`src/rtl/mpf_pkg.sv`:
```
package mpf_pkg;

  typedef enum logic [1:0] {
    MPF_OPEN       = 2'b00,
    MPF_ADDR_ONLY  = 2'b01,
    MPF_MATCH_ALL  = 2'b10,
    MPF_MATCH_DATA = 2'b11
  } mpf_mode_e;

  // Filtering applies only with the enable set and a non-open scheme.
  function automatic logic f_filter_on(input logic en, input logic [1:0] mode);
    return en && (mode != MPF_OPEN);
  endfunction

  // Schemes that compare address characters with the node address.
  function automatic logic f_compare_mode(input logic [1:0] mode);
    return mode[1];
  endfunction

  // Schemes in which a matching address character is itself delivered.
  function automatic logic f_addr_delivered(input logic [1:0] mode);
    return mode == MPF_MATCH_ALL;
  endfunction

endpackage

```
`src/rtl/mpf_addr_cmp.sv`:
```
module mpf_addr_cmp #(
  parameter int DATA_W = 8
) (
  input  logic [DATA_W-1:0] rx_data,
  input  logic [DATA_W-1:0] node_addr,
  output logic              addr_match
);
  logic [DATA_W-1:0] eq_bits;

  genvar gi;
  generate
    for (gi = 0; gi < DATA_W; gi++) begin : g_bit
      assign eq_bits[gi] = rx_data[gi] ~^ node_addr[gi];
    end
  endgenerate

  assign addr_match = &eq_bits;
endmodule

```
`src/rtl/mpf_classifier.sv`:
```
module mpf_classifier
  import mpf_pkg::*;
(
  input  logic       rx_valid,
  input  logic       rx_is_addr,
  input  logic       addr_match,
  input  logic       mp_en,
  input  logic [1:0] mp_mode,
  input  logic       frame_ok,
  input  logic       first_pending,
  output logic       accept,
  output logic       accept_nf,
  output logic       frame_load,
  output logic       frame_ok_d,
  output logic       first_d
);
  always_comb begin
    accept     = 1'b0;
    accept_nf  = 1'b0;
    frame_load = 1'b0;
    frame_ok_d = frame_ok;
    first_d    = first_pending;
    if (rx_valid) begin
      if (!f_filter_on(mp_en, mp_mode)) begin
        accept = 1'b1;
      end else if (!f_compare_mode(mp_mode)) begin
        accept = rx_is_addr;
      end else if (rx_is_addr) begin
        frame_load = 1'b1;
        frame_ok_d = addr_match;
        first_d    = addr_match;
        accept     = addr_match && f_addr_delivered(mp_mode);
      end else if (frame_ok) begin
        accept    = 1'b1;
        accept_nf = first_pending;
        if (first_pending) begin
          frame_load = 1'b1;
          first_d    = 1'b0;
        end
      end
    end
  end
endmodule

```
`src/rtl/mpf_frame_track.sv`:
```
module mpf_frame_track (
  input  logic clk,
  input  logic rst_n,
  input  logic frame_load,
  input  logic frame_ok_d,
  input  logic first_d,
  output logic frame_ok,
  output logic first_pending
);
  always_ff @(posedge clk or negedge rst_n) begin
    if (!rst_n) begin
      frame_ok      <= 1'b0;
      first_pending <= 1'b0;
    end else if (frame_load) begin
      frame_ok      <= frame_ok_d;
      first_pending <= first_d;
    end
  end
endmodule

```
`src/rtl/mpf_hold_reg.sv`:
```
module mpf_hold_reg #(
  parameter int DATA_W = 8
) (
  input  logic              clk,
  input  logic              rst_n,
  input  logic              accept,
  input  logic              accept_nf,
  input  logic [DATA_W-1:0] rx_data,
  input  logic              rx_is_addr,
  input  logic              rd_strobe,
  output logic              irq,
  output logic [DATA_W-1:0] held_data,
  output logic              held_is_addr,
  output logic              new_frame,
  output logic              overrun
);
  always_ff @(posedge clk or negedge rst_n) begin
    if (!rst_n) begin
      irq          <= 1'b0;
      held_data    <= '0;
      held_is_addr <= 1'b0;
      new_frame    <= 1'b0;
      overrun      <= 1'b0;
    end else if (accept) begin
      irq          <= 1'b1;
      held_data    <= rx_data;
      held_is_addr <= rx_is_addr;
      new_frame    <= accept_nf;
      overrun      <= rd_strobe ? 1'b0 : (overrun | irq);
    end else if (rd_strobe) begin
      irq     <= 1'b0;
      overrun <= 1'b0;
    end
  end
endmodule

```
`src/rtl/mp_addr_filter.sv`:
```
module mp_addr_filter
  import mpf_pkg::*;
#(
  parameter int DATA_W = 8
) (
  input  logic              clk,
  input  logic              rst_n,
  input  logic              rx_valid,
  input  logic [DATA_W-1:0] rx_data,
  input  logic              rx_is_addr,
  input  logic              mp_en,
  input  logic [1:0]        mp_mode,
  input  logic [DATA_W-1:0] node_addr,
  input  logic              rd_strobe,
  output logic              irq,
  output logic [DATA_W-1:0] held_data,
  output logic              held_is_addr,
  output logic              new_frame,
  output logic              overrun
);
  logic addr_match;
  logic accept_evt;
  logic accept_nf;
  logic frame_load;
  logic frame_ok_d;
  logic first_d;
  logic frame_ok;
  logic first_pending;

  mpf_addr_cmp #(.DATA_W(DATA_W)) u_cmp (
    .rx_data    (rx_data),
    .node_addr  (node_addr),
    .addr_match (addr_match)
  );

  mpf_classifier u_cls (
    .rx_valid      (rx_valid),
    .rx_is_addr    (rx_is_addr),
    .addr_match    (addr_match),
    .mp_en         (mp_en),
    .mp_mode       (mp_mode),
    .frame_ok      (frame_ok),
    .first_pending (first_pending),
    .accept        (accept_evt),
    .accept_nf     (accept_nf),
    .frame_load    (frame_load),
    .frame_ok_d    (frame_ok_d),
    .first_d       (first_d)
  );

  mpf_frame_track u_trk (
    .clk           (clk),
    .rst_n         (rst_n),
    .frame_load    (frame_load),
    .frame_ok_d    (frame_ok_d),
    .first_d       (first_d),
    .frame_ok      (frame_ok),
    .first_pending (first_pending)
  );

  mpf_hold_reg #(.DATA_W(DATA_W)) u_hold (
    .clk          (clk),
    .rst_n        (rst_n),
    .accept       (accept_evt),
    .accept_nf    (accept_nf),
    .rx_data      (rx_data),
    .rx_is_addr   (rx_is_addr),
    .rd_strobe    (rd_strobe),
    .irq          (irq),
    .held_data    (held_data),
    .held_is_addr (held_is_addr),
    .new_frame    (new_frame),
    .overrun      (overrun)
  );
endmodule

```
`config.mk`:
```
export PLATFORM = sky130hd
export DESIGN_NAME = mp_addr_filter
export DESIGN_NICKNAME = d
export VERILOG_FILES = /design/src/rtl/mpf_pkg.sv /design/src/rtl/mpf_addr_cmp.sv /design/src/rtl/mpf_classifier.sv /design/src/rtl/mpf_frame_track.sv /design/src/rtl/mpf_hold_reg.sv /design/src/rtl/mp_addr_filter.sv
export SDC_FILE = /design/constraint.sdc
export NUM_CORES = 1
export LEC_CHECK = 0
export CAP_MARGIN = 20
export CORE_UTILIZATION = 39
export CTS_CLUSTER_SIZE = 28
export DETAILED_ROUTE_END_ITERATION = 7
export PLACE_DENSITY = 0.75
export SYNTH_ARGS = -nofsm -noshare
export SYNTH_HDL_FRONTEND = slang
export SYNTH_SLANG_ARGS = --single-unit
```
`constraint.sdc`:
```
create_clock -name clk -period 1.8 [get_ports clk]
set_input_delay 0.27 -clock clk [delete_from_list [all_inputs] [get_ports clk]]
set_output_delay 0.27 -clock clk [all_outputs]
set_load 0.02 [all_outputs]
```
==> metrics <==
status finished, final reports clean; Die Span Y between 40 and 50 um; RSZ-0062 raised after global routing no; register area share after synthesis a little under half; endpoint of the worst register-to-register path u_hold.held_data[7]; number of distinct standard cells referenced by the synthesized netlist 23; number of global-route vias before repair ~700; Worst Tran Pin Value 0.624 ns; share of post-route cells with drive strength above 1 between 20 and 25%; sum of buffers and inverters on the critical path 1; worst supply voltage drop on vdd between 0.5 and 0.6 mV; Root Buffer Master clkbuf_4; master of the slowest instance on the critical path clkdlybuf4s50_1; clock sink count 14; drt total wl 1.68 mm; RR Startpoint u_trk.frame_ok; count of input and output buffers 35; area of the mapped netlist 741 um2; clock transition at the registers of the reported paths 0.08 ns; number of vias in the routed layout 644; TritonCTS clock tree yes; Total GRT Usage 20.1%; final std cells w/o fill ~130; Final HPWL DP roughly 1.4 mm; launching element type of the critical path input port; die extent in x 45.6 um; post-layout net count 129; delay of the slowest cell on the worst path 0.48 ns; Achievable Freq about 0.6 GHz; Max-cap violations 0; Clk Latency, worst-skew pair 0.28 ns; Die Area 2080 um2; IO Count 36; power per cell area about 680 nW/um2; ordered cell list for the critical path clkdlybuf4s50_1 -> xor2_1 -> nor4_4 -> a31oi_4 -> mux2_2; largest net degree at the start of global routing 15; maximum level of the CTS H-tree 1; number of buffers created by CTS 3; number of nets with antenna violations after routing 0; maximum buffer depth of the clock tree 2; Hold Worst Slack 0.371 ns; crit path DAT roughly 1.9 ns; initial standard-cell utilization of the core 42.4%; antenna cells 0; Post-Synthesis Net Count 80; type of the tightest min-delay check input port to async pin; final-report max-slew violation count 0; initial antenna violation count 0; Worst Path Class, Setup input port to flip-flop; wire length of the first global-routing pass between 2 and 3 mm; number of standard-cell rows in the floorplan 15; average size of a mapped cell 13.2 um2; kind of end point of the critical path flip-flop; worst-case headroom to the max-slew limit 58.2%; post-layout min period 1.71 ns; number of cells on the worst reg-to-reg path 4; global route total overflow 0; number of iterations in the first detailed-routing pass 4; worst clock skew on the final layout 0.00579 ns; leakage dissipation 0.000528 uW; warnings from Yosys 0; CORE AREA about 1700 um2; CTS Hold Buffers Added 0; setup slack of the worst register-to-register path 0.11 ns; vias per inst 5.03; top cell family by delay on the critical path buffers and inverters; number of hold-slack violations in the final timing report 0; gate count of the mapped netlist 56; placer's final routability congestion estimate 0.663; number of fill cells in the layout approximately 140; number of placed instances, taps included 125; Area growth, synth to finish 64.0%; required time worst endpoint 1.97 ns; wire per inst approximately 13 um; number of failing setup endpoints in the final timing report 0; Remaining DRCs 0; Final period util 95.0%; number of design-rule violations left by the first detailed-router iteration 7; largest fanout on the critical path 10; total of flip-flops plus latches after synthesis 14
-- synthesized netlist by cell type --
cell	number	area share, %
xor2_1	8	9.5
a31oi_4	1	2.9
o21ai_0	2	1.4
mux2_2	6	9.1
nand2_1	3	1.5
o211a_1	1	1.4
nor2_1	2	1.0
nand4bb_1	1	1.5
and2_2	1	1.0
a211o_1	1	1.2
nor3_1	1	0.68
a21oi_1	1	0.68
a32o_1	2	2.7
nor2b_1	1	0.85
nor4_4	2	5.7
nand3b_1	1	1.0
and3_1	1	0.85
dfrtp_1	14	47
mux2_4	3	6.1
a21boi_0	1	1.0
inv_1	1	0.51
a311oi_1	1	1.2
o211ai_1	1	1.0
-- worst max path at each step --
| stage | slack, ns | cells past startpoint | end | start |
|---|---|---|---|---|
| 6_report | 0.09 | 5 | u_hold.held_data[7] | rx_data[6] |
| 5_1_grt | 0.005 | 5 | u_hold.held_data[0] | rx_data[7] |
| 4_1_cts | 0.07 | 5 | u_hold.held_data[0] | rx_is_addr |
| 3_5_place_dp | -0.24 | 5 | u_hold.held_data[6] | rx_is_addr |
| 3_3_place_gp | -0.21 | 5 | u_hold.held_data[5] | rx_data[6] |
| 2_1_floorplan | 0.25 | 4 | u_hold.held_data[0] | u_trk.frame_ok |
-- logic make-up after synthesis --
logic type | after synthesis | share of synthesized area (%)
simple gates | 13 | 14.2
xor+xnor | 8 | 9.46
flops | 14 | 47.3
buf+inv | 1 | 0.506
mux | 9 | 15.2
compound gates | 11 | 13.3
-- repair_timing --
item / 4_1_cts / 5_1_grt
gates resized for setup: 0 / 1
endpoints found under the setup margin: 0 / 5
buffers inserted: 0 / 0
-- layout make-up --
class / instances / area [um2] / area share [%]
clock buffer: 3 / 22.5 / 1.85
inverter: 1 / 3.75 / 0.309
multi-input combinational: 41 / 387 / 31.8
sequential: 14 / 350 / 28.8
tap: 25 / 31.3 / 2.57
timing repair buffer: 44 / 420 / 34.6
-- power breakdown --
group	switching [uW]	leakage, uW	internal [uW]	total (uW)
Combinational	122	0.000342	163	285
Clock	101	0.0000138	77.7	178
Sequential	19.5	0.000173	348	367
-- state kept, by name, summed over array words and instances, names as in the netlist --
register and flops:
u_hold.held_data 8, u_hold.held_is_addr 1, u_hold.irq 1, u_hold.new_frame 1
u_hold.overrun 1, u_trk.first_pending 1, u_trk.frame_ok 1
-- worst reg2reg max path, stage by stage, from the launching register on --
cell and delay (ns):
dfrtp_1 0.41, nor2b_1 0.15, o211a_1 0.27, a31oi_4 0.37
mux2_2 0.38
-- cell usage in the layout (no fill, tap or decap), types with 2 or more instances in the layout --
cell and instances:
nor2_1 2, xor2_1 8, mux2_2 6, o21ai_0 2, mux2_4 3, clkbuf_4 3
a32o_1 2, buf_4 9, clkdlybuf4s50_1 34, dfrtp_1 14, nor4_4 2, nand2_1 3
-- per-layer routing --
metal | share of wire [%] | vias up | GRT usage [%]
li1 | - | 305 | -
met1 | 41 | 301 | 24.3
met2 | 48 | 33 | 32.3
met3 | 8.9 | 5 | 5.56
met4 | 2.0 | 0 | 10.9
met5 | 0 | - | 0
-- through the flow --
| step | util, % | area, um2 | setup TNS (ns) | setup WS, ns | power [uW] |
|---|---|---|---|---|---|
| after detailed placement | 68.2 | 1190 | -2.00 | -0.235 | 660 |
| after global placement | 68.2 | 1190 | -1.72 | -0.214 | 654 |
| after CTS | 69.5 | 1210 | 0 | 0.0652 | 838 |
| after global routing | 69.6 | 1210 | 0 | 0.00484 | 874 |
| after floorplan | - | 741 | 0 | 0.251 | 498 |
| final | 69.6 | 1210 | 0 | 0.0907 | 830 |
No activity file was read; power rests on OpenSTA's default activity.
